File: src/rtl/conv5_pkg.sv
package conv5_pkg;
  localparam int KSIZE = 5;
  localparam int KTAPS = KSIZE * KSIZE;
  localparam int TAP_W = 3;
  localparam int CIDX_W = 5;

  typedef enum logic [2:0] {
    S_IDLE  = 3'd0,
    S_PRE   = 3'd1,
    S_MAC   = 3'd2,
    S_DRAIN = 3'd3,
    S_WRITE = 3'd4
  } conv_state_e;
endpackage

File: src/rtl/conv5_ctrl.sv
module conv5_ctrl
  import conv5_pkg::*;
#(
  parameter int DIM_W  = 8,
  parameter int NORM_W = 5
) (
  input  logic              clk,
  input  logic              rst_n,
  input  logic              start,
  input  logic [DIM_W-1:0]  cfg_w,
  input  logic [DIM_W-1:0]  cfg_h,
  input  logic [NORM_W-1:0] cfg_norm,
  input  logic              cfg_byte,
  output logic [DIM_W-1:0]  w_q,
  output logic [DIM_W-1:0]  h_q,
  output logic [NORM_W-1:0] norm_q,
  output logic              byte_q,
  output logic [DIM_W-1:0]  col,
  output logic [DIM_W-1:0]  row,
  output logic [TAP_W-1:0]  kl,
  output logic [TAP_W-1:0]  kc,
  output logic              issue,
  output logic              load,
  output logic              wr,
  output logic              busy,
  output logic              done
);
  localparam logic [TAP_W-1:0] KMAX = TAP_W'(KSIZE - 1);
  localparam logic [DIM_W-1:0] KDIM = DIM_W'(KSIZE);

  conv_state_e state, state_n;
  logic [DIM_W-1:0] col_n, row_n;
  logic [TAP_W-1:0] kl_n, kc_n;
  logic done_n, cfg_en, degen, last_row, last_col;

  assign degen    = (cfg_w < KDIM) || (cfg_h < KDIM);
  assign last_row = (row == (h_q - KDIM));
  assign last_col = (col == (w_q - KDIM));

  always_comb begin
    state_n = state;
    col_n   = col;
    row_n   = row;
    kl_n    = kl;
    kc_n    = kc;
    done_n  = 1'b0;
    cfg_en  = 1'b0;
    case (state)
      S_IDLE: begin
        if (start) begin
          if (degen) begin
            done_n = 1'b1;
          end else begin
            cfg_en  = 1'b1;
            col_n   = '0;
            row_n   = '0;
            state_n = S_PRE;
          end
        end
      end
      S_PRE: begin
        kl_n    = '0;
        kc_n    = '0;
        state_n = S_MAC;
      end
      S_MAC: begin
        if (kc == KMAX) begin
          kc_n = '0;
          if (kl == KMAX) state_n = S_DRAIN;
          else            kl_n = kl + 1'b1;
        end else begin
          kc_n = kc + 1'b1;
        end
      end
      S_DRAIN: state_n = S_WRITE;
      S_WRITE: begin
        if (last_row) begin
          row_n = '0;
          if (last_col) begin
            state_n = S_IDLE;
            done_n  = 1'b1;
          end else begin
            col_n   = col + 1'b1;
            state_n = S_PRE;
          end
        end else begin
          row_n   = row + 1'b1;
          state_n = S_PRE;
        end
      end
      default: state_n = S_IDLE;
    endcase
  end

  always_ff @(posedge clk or negedge rst_n) begin
    if (!rst_n) begin
      state <= S_IDLE;
      done  <= 1'b0;
      col   <= '0;
      row   <= '0;
      kl    <= '0;
      kc    <= '0;
    end else begin
      state <= state_n;
      done  <= done_n;
      col   <= col_n;
      row   <= row_n;
      kl    <= kl_n;
      kc    <= kc_n;
    end
  end

  always_ff @(posedge clk or negedge rst_n) begin
    if (!rst_n) begin
      w_q    <= '0;
      h_q    <= '0;
      norm_q <= '0;
      byte_q <= 1'b0;
    end else if (cfg_en) begin
      w_q    <= cfg_w;
      h_q    <= cfg_h;
      norm_q <= cfg_norm;
      byte_q <= cfg_byte;
    end
  end

  assign issue = (state == S_MAC);
  assign load  = issue && (kl == '0) && (kc == '0);
  assign wr    = (state == S_WRITE);
  assign busy  = (state != S_IDLE);

  p_done_single_r8: assert property (@(posedge clk) disable iff (!rst_n)
    done |=> !done);
  p_done_idle_r8: assert property (@(posedge clk) disable iff (!rst_n)
    done |-> !busy);
  p_pos_in_region_r2: assert property (@(posedge clk) disable iff (!rst_n)
    busy |-> (({1'b0, col} + (DIM_W+1)'(KSIZE) <= {1'b0, w_q}) &&
              ({1'b0, row} + (DIM_W+1)'(KSIZE) <= {1'b0, h_q})));
  p_cfg_held_r11: assert property (@(posedge clk) disable iff (!rst_n)
    (busy && start) |=> ($stable(w_q) && $stable(h_q) && $stable(norm_q) && $stable(byte_q)));
endmodule

File: src/rtl/conv5_addr.sv
module conv5_addr
  import conv5_pkg::*;
#(
  parameter int DIM_W  = 8,
  parameter int ADDR_W = 16
) (
  input  logic              clk,
  input  logic              rst_n,
  input  logic              issue,
  input  logic [DIM_W-1:0]  w,
  input  logic [DIM_W-1:0]  h,
  input  logic [DIM_W-1:0]  col,
  input  logic [DIM_W-1:0]  row,
  input  logic [TAP_W-1:0]  kl,
  input  logic [TAP_W-1:0]  kc,
  output logic [ADDR_W-1:0] in_addr,
  output logic [CIDX_W-1:0] coef_addr,
  output logic [ADDR_W-1:0] out_addr
);
  logic [ADDR_W-1:0] row_base, tap_row, w_ext;

  assign w_ext    = ADDR_W'(w);
  assign tap_row  = ADDR_W'(row) + ADDR_W'(kl);
  assign row_base = ADDR_W'(tap_row * w_ext);
  assign in_addr  = row_base + ADDR_W'(col) + ADDR_W'(kc);
  assign out_addr = ADDR_W'(ADDR_W'(row) * w_ext) + ADDR_W'(col);
  assign coef_addr = CIDX_W'(CIDX_W'(kl) * CIDX_W'(KSIZE)) + CIDX_W'(kc);

  p_in_addr_range_r4: assert property (@(posedge clk) disable iff (!rst_n)
    issue |-> (in_addr < ADDR_W'(w_ext * ADDR_W'(h))));
  p_coef_range_r4: assert property (@(posedge clk) disable iff (!rst_n)
    issue |-> (coef_addr < CIDX_W'(KTAPS)));
endmodule

File: src/rtl/conv5_mac.sv
module conv5_mac #(
  parameter int DW     = 16,
  parameter int BYTE_W = 8,
  parameter int ACC_W  = 32,
  parameter int NORM_W = 5
) (
  input  logic              clk,
  input  logic              rst_n,
  input  logic              byte_mode,
  input  logic [NORM_W-1:0] norm,
  input  logic              issue,
  input  logic              load,
  input  logic [DW-1:0]     in_rdata,
  input  logic [DW-1:0]     coef_rdata,
  input  logic [DW-1:0]     out_rdata,
  output logic [DW-1:0]     wr_data
);
  function automatic logic signed [DW-1:0] lane(input logic [DW-1:0] v, input logic b);
    if (b) lane = {{(DW-BYTE_W){v[BYTE_W-1]}}, v[BYTE_W-1:0]};
    else   lane = v;
  endfunction

  logic                    mac_v;
  logic signed [ACC_W-1:0] acc, acc_n, prod, seed, shifted;
  logic signed [DW-1:0]    px, cx, ox;
  logic                    acc_en;

  assign px   = lane(in_rdata, byte_mode);
  assign cx   = lane(coef_rdata, byte_mode);
  assign ox   = lane(out_rdata, byte_mode);
  assign prod = ACC_W'(px) * ACC_W'(cx);
  assign seed = ACC_W'(ox) <<< norm;

  assign acc_en = load | mac_v;

  always_comb begin
    acc_n = acc;
    if (load)       acc_n = seed;
    else if (mac_v) acc_n = acc + prod;
  end

  always_ff @(posedge clk or negedge rst_n) begin
    if (!rst_n) mac_v <= 1'b0;
    else        mac_v <= issue;
  end

  always_ff @(posedge clk or negedge rst_n) begin
    if (!rst_n)      acc <= '0;
    else if (acc_en) acc <= acc_n;
  end

  assign shifted = acc >>> norm;
  assign wr_data = byte_mode ? {{(DW-BYTE_W){shifted[BYTE_W-1]}}, shifted[BYTE_W-1:0]}
                             : shifted[DW-1:0];

  p_seed_no_collide_r4: assert property (@(posedge clk) disable iff (!rst_n)
    !(load && mac_v));
  p_acc_idle_hold_r4: assert property (@(posedge clk) disable iff (!rst_n)
    (!issue && !mac_v) |=> $stable(acc));
endmodule

File: src/rtl/conv5_engine.sv
module conv5_engine
  import conv5_pkg::*;
#(
  parameter int DIM_W  = 8,
  parameter int ADDR_W = 16,
  parameter int DW     = 16,
  parameter int BYTE_W = 8,
  parameter int ACC_W  = 32,
  parameter int NORM_W = 5
) (
  input  logic              clk,
  input  logic              rst_n,
  input  logic              start,
  input  logic [DIM_W-1:0]  cfg_width,
  input  logic [DIM_W-1:0]  cfg_height,
  input  logic [NORM_W-1:0] cfg_norm,
  input  logic              cfg_byte,
  output logic              busy,
  output logic              done,
  output logic [ADDR_W-1:0] in_addr,
  input  logic [DW-1:0]     in_rdata,
  output logic [CIDX_W-1:0] coef_addr,
  input  logic [DW-1:0]     coef_rdata,
  output logic [ADDR_W-1:0] out_addr,
  input  logic [DW-1:0]     out_rdata,
  output logic              out_wr_en,
  output logic [DW-1:0]     out_wr_data
);
  logic [DIM_W-1:0]  w_q, h_q, col, row;
  logic [NORM_W-1:0] norm_q;
  logic              byte_q, issue, load, wr;
  logic [TAP_W-1:0]  kl, kc;

  conv5_ctrl #(.DIM_W(DIM_W), .NORM_W(NORM_W)) u_ctrl (
    .clk(clk), .rst_n(rst_n), .start(start),
    .cfg_w(cfg_width), .cfg_h(cfg_height), .cfg_norm(cfg_norm), .cfg_byte(cfg_byte),
    .w_q(w_q), .h_q(h_q), .norm_q(norm_q), .byte_q(byte_q),
    .col(col), .row(row), .kl(kl), .kc(kc),
    .issue(issue), .load(load), .wr(wr), .busy(busy), .done(done)
  );

  conv5_addr #(.DIM_W(DIM_W), .ADDR_W(ADDR_W)) u_addr (
    .clk(clk), .rst_n(rst_n), .issue(issue),
    .w(w_q), .h(h_q), .col(col), .row(row), .kl(kl), .kc(kc),
    .in_addr(in_addr), .coef_addr(coef_addr), .out_addr(out_addr)
  );

  conv5_mac #(.DW(DW), .BYTE_W(BYTE_W), .ACC_W(ACC_W), .NORM_W(NORM_W)) u_mac (
    .clk(clk), .rst_n(rst_n), .byte_mode(byte_q), .norm(norm_q),
    .issue(issue), .load(load),
    .in_rdata(in_rdata), .coef_rdata(coef_rdata), .out_rdata(out_rdata),
    .wr_data(out_wr_data)
  );

  assign out_wr_en = wr;

  p_wr_isolated_r7: assert property (@(posedge clk) disable iff (!rst_n)
    out_wr_en |=> !out_wr_en);
  p_wr_in_run_r3: assert property (@(posedge clk) disable iff (!rst_n)
    out_wr_en |-> busy);
  p_addr_hold_on_wr_r3: assert property (@(posedge clk) disable iff (!rst_n)
    out_wr_en |-> $stable(out_addr));
endmodule

File: config.mk
export PLATFORM = sky130hd
export DESIGN_NAME = conv5_engine
export DESIGN_NICKNAME = d
export VERILOG_FILES = /design/src/rtl/conv5_pkg.sv /design/src/rtl/conv5_ctrl.sv /design/src/rtl/conv5_addr.sv /design/src/rtl/conv5_mac.sv /design/src/rtl/conv5_engine.sv
export SDC_FILE = /design/constraint.sdc
export NUM_CORES = 2
export LEC_CHECK = 0
export ABC_AREA = 0
export BUFFER_PORTS_ARGS = -buffer_cell sky130_fd_sc_hd__buf_2
export CAP_MARGIN = 0
export CORE_UTILIZATION = 37
export CTS_CLUSTER_SIZE = 24
export DETAILED_ROUTE_END_ITERATION = 8
export PLACE_DENSITY = 0.63
export SLEW_MARGIN = 20
export SYNTH_ARGS = -nofsm -noshare
export SYNTH_HDL_FRONTEND = slang
export SYNTH_SLANG_ARGS = --single-unit
File: constraint.sdc
create_clock -name clk -period 7 [get_ports clk]
set_input_delay 0.35 -clock clk [delete_from_list [all_inputs] [get_ports clk]]
set_output_delay 0.35 -clock clk [all_outputs]
set_load 0.005 [all_outputs]
## Word-level counts from Yosys, hierarchy flattened

Index checks and enable logic that the tools add are counted.

- Muxes and demuxes: 33
- Magnitude comparators: 2
- Eq/ne operators: 15
- Multiply operators: 4
- Bitwise logic cells: 1
- Shifts and indexed selects: 2
- Div/mod/pow operators: 0
- Reduce and logical (&&, ||, !) cells: 15
- Add/subtract/negate cells: 12

Operators by type and width:

| operator | count |
|---|---|
| two-way mux 16 bit | 4 |
| two-way mux 32 bit | 2 |
| two-way mux 8 bit | 5 |
| adder 16 x 8 -> 16 bit | 2 |
| adder 32 bit | 1 |
| multiplier 16 x 16 -> 32 bit | 1 |
| case mux 8 bit (2 select lines) | 2 |
| <<< shifter 16 x 5 -> 32 bit | 1 |
| >>> shifter 32 x 5 -> 16 bit | 1 |
| two-way mux 3 bit | 7 |
| adder 16 x 3 -> 16 bit | 1 |
| adder 8 x 1 -> 8 bit (second input constant) | 2 |
| equality test 8 bit | 2 |
| < comparator 8 x 3 -> 1 bit (second input constant) | 2 |
| multiplier 16 x 8 -> 16 bit | 1 |
| multiplier 8 x 8 -> 16 bit | 1 |
| subtractor 8 x 3 -> 8 bit (second input constant) | 2 |
| case mux 3 bit (5 select lines) | 1 |
| inequality test 2 bit (second input constant) | 6 |
| case mux 3 bit (2 select lines) | 2 |
| adder 8 x 3 -> 9 bit | 1 |
| equality test 3 bit (second input constant) | 3 |
| zero test 3 bit | 3 |
| two-way mux 1 bit | 9 |
| 16 further kinds | 22 |

- Bits in writable memories: 0
- Logic and storage cells: 96
- Bits in read-only memories: 0
- Bits in latches: 0
- Output and inout bits: 56
- Input bits: 73
- Memories: 0
- Flip-flop bits (word level): 81

## Depth between registers and ports, before layout

- Word-level depth: 5
- Mapped depth: 29
- Depth with buffers taken out: 24

## Cells and area by module

A second synthesis with hierarchy kept.

- Cell total of the unflattened synthesis: 2653
- Area, all modules: 23183.5 um^2

Modules (own cells, without submodules):

| module | instances | area each (um^2) | sequential area each (um^2) | cells each |
|---|---|---|---|---|
| conv5_mac | 1 | 15004.4 | 825.8 | 1707 |
| conv5_addr | 1 | 5353.9 | 0.0 | 645 |
| conv5_ctrl | 1 | 2825.2 | 1201.2 | 301 |

## Least setup slack after synthesis

Ideal clock, no wire load.

- Path kind: reg-to-reg
- Start point: reg u_ctrl.byte_q
- End point: reg u_mac.acc[24]
- Data required time: 6.906 ns
- Setup time: 0.094 ns
- Period minus slack after synthesis: 7.035 ns
- Buffers on the path: 5
- Stages on the path, launching flop included: 26
- Arrival time: 6.941 ns
- Setup slack: -0.035 ns
- Cells stage by stage: dfrtp_1 > clkbuf_1 > clkbuf_1 > and2_1 > clkbuf_1 > a21o_1 > clkbuf_1 > nand2_1 > fa_1 > inv_1 > fa_1 > fa_1 > fa_1 > fa_1 > inv_1 > fa_1 > inv_1 > ha_1 > clkbuf_1 > a21oi_1 > o211ai_1 > a22o_1 > o41a_1 > o311ai_1 > a2111oi_0 > a211oi_1

- Word-level cells in the longest chain between the ends: 5
- Elaborated cells between the ends (all ways): 8
- Those cells by class: add/sub: 1; mul: 1; shift: 1; mux: 5

Ends and longest elaborated chain:

| element | line | text |
|---|---|---|
| start, declared | conv5_ctrl.sv:17 | `output logic byte_q,` |
| start signal, assigned | conv5_ctrl.sv:123 | `byte_q <= cfg_byte;` |
| two-way mux 16 bit | conv5_mac.sv:19 | `if (b) lane = {{(DW-BYTE_W){v[BYTE_W-1]}}, v[BYTE_W-1:0]};` |
| multiplier 16 x 16 -> 32 bit | conv5_mac.sv:31 | `assign prod = ACC_W'(px) * ACC_W'(cx);` |
| adder 32 bit | conv5_mac.sv:39 | `else if (mac_v) acc_n = acc + prod;` |
| two-way mux 32 bit | conv5_mac.sv:39 |  |
| two-way mux 32 bit (*) | conv5_mac.sv:38 | `if (load) acc_n = seed;` |
| end signal, assigned | conv5_mac.sv:49 | `else if (acc_en) acc <= acc_n;` |
| end, declared | conv5_mac.sv:24 | `logic signed [ACC_W-1:0] acc, acc_n, prod, seed, shifted;` |

Every way passes the cells marked *; elsewhere a longest branch is shown, timed or not. The select of a mux whose other input is x is not followed.
A chain may end at the register's enable or synchronous reset.

## Worst setup path after layout

- Start point: reg u_ctrl.byte_q
- End point: reg u_mac.acc[31]

Same word-level chain as after synthesis.

==> impl_metrics.env <==
export IMPL_clock_sink_count=81
export IMPL_grt_remaining_overflow=0
export IMPL_dieWidth_um=250
export IMPL_route_layer_met1_wl_um=26500
export IMPL_ys_warn_count=0
export IMPL_synth_ff_latch_count=81
export IMPL_worst_r2r_setup_slack_ps=280
export IMPL_first_pass_grt_wire_length_um=97100
export IMPL_synthMostInstantiatedCell="sky130_fd_sc_hd__inv_1"
export IMPL_gp_congestion=0.915
export IMPL_worst_slew_pin_transition_ps=821
export IMPL_avgViaCountPerCell=5.17
export IMPL_grt_max_degree=60
export IMPL_final_min_period_over_clock_period_pct=96.0
export IMPL_grt_use_total_pct=19.6
export IMPL_arrival_ps=6990
export IMPL_postSynthAreaPerCell_um2=8.58
export IMPL_post_synth_arst_share_pct=100
export IMPL_layout_area_overhead_pct=8.32
export IMPL_synth_cells=2652
export IMPL_placementRows=90
export IMPL_core_region_area_mm2=0.0606
export IMPL_ant_nets=0
export IMPL_cts_htree_levels=3
export IMPL_top_layer_used="met4"
export IMPL_ff_latch_area_mm2=0.00203
export IMPL_detail_route_iter0_violations=1304
export IMPL_wl_met2_um=29100
export IMPL_met3_wirelength_um=2620
export IMPL_clk_root_buffer_cell="sky130_fd_sc_hd__clkbuf_16"
export IMPL_holdPathStages=3
export IMPL_numPortBuffers=128
export IMPL_worst_slew_margin_rel_pct=44.7
export IMPL_holdPathEnd="u_ctrl.w_q[3]"
export IMPL_synth_cell_area_mm2=0.0228
export IMPL_synth_seq_area_share_pct=8.91
export IMPL_required_ps=7260
export IMPL_cts_made_buffers=9
export IMPL_post_drt_wl_per_cell_um=17.0
export IMPL_synth_top_flop_cell="sky130_fd_sc_hd__dfrtp_1"
export IMPL_vias=18100
export IMPL_rsz0062_at_grt="no"
export IMPL_drv_max_cap_violation_count=0
export IMPL_clock_slew_at_the_register_clock_pins_of_the_worst_setup_and_hold_paths_ps=70
export IMPL_hpwl_detailed_um=49600
export IMPL_fmax_ghz=0.149
export IMPL_status="completed"
export IMPL_cp_start_kind="register"
export IMPL_mappedNetlistNets=3304
export IMPL_synth_top_cell_by_area="sky130_fd_sc_hd__fa_1"
export IMPL_layout_nets=3374
export IMPL_rr_startpoint="u_ctrl.byte_q"
export IMPL_post_synth_most_frequent_cells="sky130_fd_sc_hd__inv_1, sky130_fd_sc_hd__fa_1, sky130_fd_sc_hd__nand2_1"
export IMPL_number_of_antenna_violations_at_the_first_check_in_global_routing=1
export IMPL_hold_class="input port to register"
export IMPL_max_transition_viols_final=0
export IMPL_ctsLongestPathBuffers=2
export IMPL_final_setup_tns_ps=0
export IMPL_finalHoldViolations=0
export IMPL_synth_area_top_cells="sky130_fd_sc_hd__fa_1, sky130_fd_sc_hd__ha_1, sky130_fd_sc_hd__dfrtp_1, sky130_fd_sc_hd__inv_1, sky130_fd_sc_hd__nand2_1"
export IMPL_finalClockSkew_ps=10.3
export IMPL_cp_endpoint_kind="register"
export IMPL_overall_die_area_mm2=0.0625
export IMPL_endpoint_of_the_worst_slack_reg_to_reg_timing_path="u_mac.acc[31]"
export IMPL_cp_max_fo=11
export IMPL_rr_worst_depth=23
export IMPL_drc=0
export IMPL_die_h_um=250
export IMPL_crit_type="register to register"
export IMPL_multi_input_area_mm2=0.0184
export IMPL_n_fill_cell=6172
export IMPL_ratio_of_cells_with_drive_above_1_in_the_final_layout_pct=9.75
export IMPL_netlist_area_leader_share_pct=34.0
export IMPL_totalWireLength_um=59700
export IMPL_cts_tree="yes"
export IMPL_grt_pass1_vias=18200
export IMPL_starting_density_of_the_core_pct=37.6
export IMPL_hold_path_startpoint="cfg_width[3]"
export IMPL_drt_first_pass_iters=5
export IMPL_floorplan_io_pins=129
export IMPL_synth_edf_count=0
export IMPL_post_route_min_period_ps=6720
export IMPL_yosysUniqueCellTypes=79
export IMPL_setup_viol_count_final=0
export IMPL_clk_insertion_delay_late_ps=370
worst max-delay path: stages, from the launching register on:
cell                       delay [ps]
sky130_fd_sc_hd__dfrtp_2          460
sky130_fd_sc_hd__and2_4           220
sky130_fd_sc_hd__a21o_1           220
sky130_fd_sc_hd__and2_1           190
sky130_fd_sc_hd__fa_1             530
sky130_fd_sc_hd__inv_1             50
sky130_fd_sc_hd__fa_1             460
sky130_fd_sc_hd__fa_1             520
sky130_fd_sc_hd__inv_1             60
sky130_fd_sc_hd__fa_1             480
sky130_fd_sc_hd__fa_1             500
sky130_fd_sc_hd__inv_1             50
sky130_fd_sc_hd__fa_1             480
sky130_fd_sc_hd__inv_1             40
sky130_fd_sc_hd__ha_1             330
sky130_fd_sc_hd__and4_1           210
sky130_fd_sc_hd__and2_1           190
sky130_fd_sc_hd__a211oi_4         320
sky130_fd_sc_hd__o21ai_1          220
sky130_fd_sc_hd__a221oi_2         340
sky130_fd_sc_hd__o21ai_1          160
sky130_fd_sc_hd__o41ai_2          260
sky130_fd_sc_hd__mux2i_1          220
sky130_fd_sc_hd__nand3_1           80
state kept, by name, indices dropped and copies added (netlist names):
register	count
u_ctrl.col	8
u_ctrl.state	3
u_ctrl.kc	3
u_ctrl.row	8
u_ctrl.kl	3
u_ctrl.done	1
u_ctrl.norm_q	5
u_ctrl.w_q	8
u_ctrl.h_q	8
u_mac.mac_v	1
u_mac.acc	32
u_ctrl.byte_q	1
metrics by stage:
step / cells / hold slack, ps / util, % / instance area (µm²) / setup slack [ps]
floorplan: 2652 / 54.4 / - / 22800 / 35.1
finish: 3510 / 191 / 40.7 / 24600 / 277
detailed placement: 3488 / 348 / 40.1 / 24300 / 101
global placement: 3488 / 347 / 40.1 / 24300 / 225
CTS: 3505 / 181 / 40.6 / 24600 / 144
global route: 3510 / 194 / 40.7 / 24600 / 14.8
kinds of logic after synthesis:
family / after synthesis / share of synthesized area (%)
buffers and inverters: 614 / 10.2
XOR/XNOR: 98 / 3.77
flip-flops: 81 / 8.91
multiplexers: 91 / 5.04
AND/OR/NAND/NOR: 815 / 17.0
adder cells (fa/ha/maj): 579 / 44.6
AO/OA/AOI/OAI: 374 / 10.4
layer usage:
metal	GRT usage, %	vias up
li1	-	8501
met5	0	-
met1	27.1	9115
met2	32.5	459
met4	5.70	0
met3	1.77	70
how the worst max path moves through the flow:
stage | start | slack, ps | to | cells after the start
global placement | in_rdata[7] | 220 | u_mac.acc[31] | 23
detailed placement | in_rdata[7] | 100 | u_mac.acc[31] | 23
CTS | u_ctrl.byte_q | 140 | u_mac.acc[31] | 24
global route | u_ctrl.byte_q | 10 | u_mac.acc[31] | 24
finish | u_ctrl.byte_q | 280 | u_mac.acc[31] | 23
floorplan | u_ctrl.byte_q | 40 | u_mac.acc[24] | 25
layout by cell type, fill, tap and decap left out, types with 6 or more instances in the layout:
| cell type | count |
|---|---|
| sky130_fd_sc_hd__a21o_1 | 24 |
| sky130_fd_sc_hd__clkbuf_16 | 9 |
| sky130_fd_sc_hd__o21a_1 | 15 |
| sky130_fd_sc_hd__a21oi_1 | 111 |
| sky130_fd_sc_hd__and2_1 | 183 |
| sky130_fd_sc_hd__o211ai_1 | 16 |
| sky130_fd_sc_hd__nand2b_1 | 16 |
| sky130_fd_sc_hd__o31ai_1 | 8 |
| sky130_fd_sc_hd__nor3_1 | 17 |
| sky130_fd_sc_hd__mux2_2 | 17 |
| sky130_fd_sc_hd__mux4_2 | 17 |
| sky130_fd_sc_hd__nor2b_1 | 17 |
| sky130_fd_sc_hd__fa_1 | 387 |
| sky130_fd_sc_hd__o21ai_0 | 66 |
| sky130_fd_sc_hd__xnor2_1 | 73 |
| sky130_fd_sc_hd__and3_1 | 12 |
| sky130_fd_sc_hd__nand4_1 | 7 |
| sky130_fd_sc_hd__a211oi_1 | 16 |
| sky130_fd_sc_hd__or2_2 | 6 |
| sky130_fd_sc_hd__ha_1 | 192 |
| sky130_fd_sc_hd__nand3_1 | 19 |
| sky130_fd_sc_hd__buf_4 | 57 |
| sky130_fd_sc_hd__o21ai_1 | 25 |
| sky130_fd_sc_hd__inv_1 | 482 |
| sky130_fd_sc_hd__dfrtp_1 | 78 |
| sky130_fd_sc_hd__mux2i_1 | 55 |
| sky130_fd_sc_hd__xor2_1 | 25 |
| sky130_fd_sc_hd__nor2_1 | 148 |
| sky130_fd_sc_hd__a31oi_1 | 19 |
| sky130_fd_sc_hd__o22ai_1 | 17 |
| sky130_fd_sc_hd__buf_2 | 127 |
| sky130_fd_sc_hd__nand2_1 | 351 |
what timing repair did:
item	CTS	global route
buffers inserted	0	3
setup endpoints to repair	0	10
gates resized for setup	0	15
hold buffers	1	0
endpoints found under the hold margin	29	0
area by class of cell:
| class | count | area share (%) |
|---|---|---|
| Timing Repair Buffer | 186 | 4.44 |
| Timing Repair inverter | 1 | 0.0305 |
| Inverter | 486 | 7.42 |
| Clock buffer | 11 | 0.944 |
| Antenna cell | 1 | 0.0102 |
| Clock inverter | 5 | 0.162 |
| Multi-Input combinational cell | 1957 | 74.8 |
| Tap cell | 782 | 3.97 |
| Sequential cell | 81 | 8.24 |
Power is not shown: default switching activity piles up to over one toggle a cycle in this logic, so the estimate is an artifact.
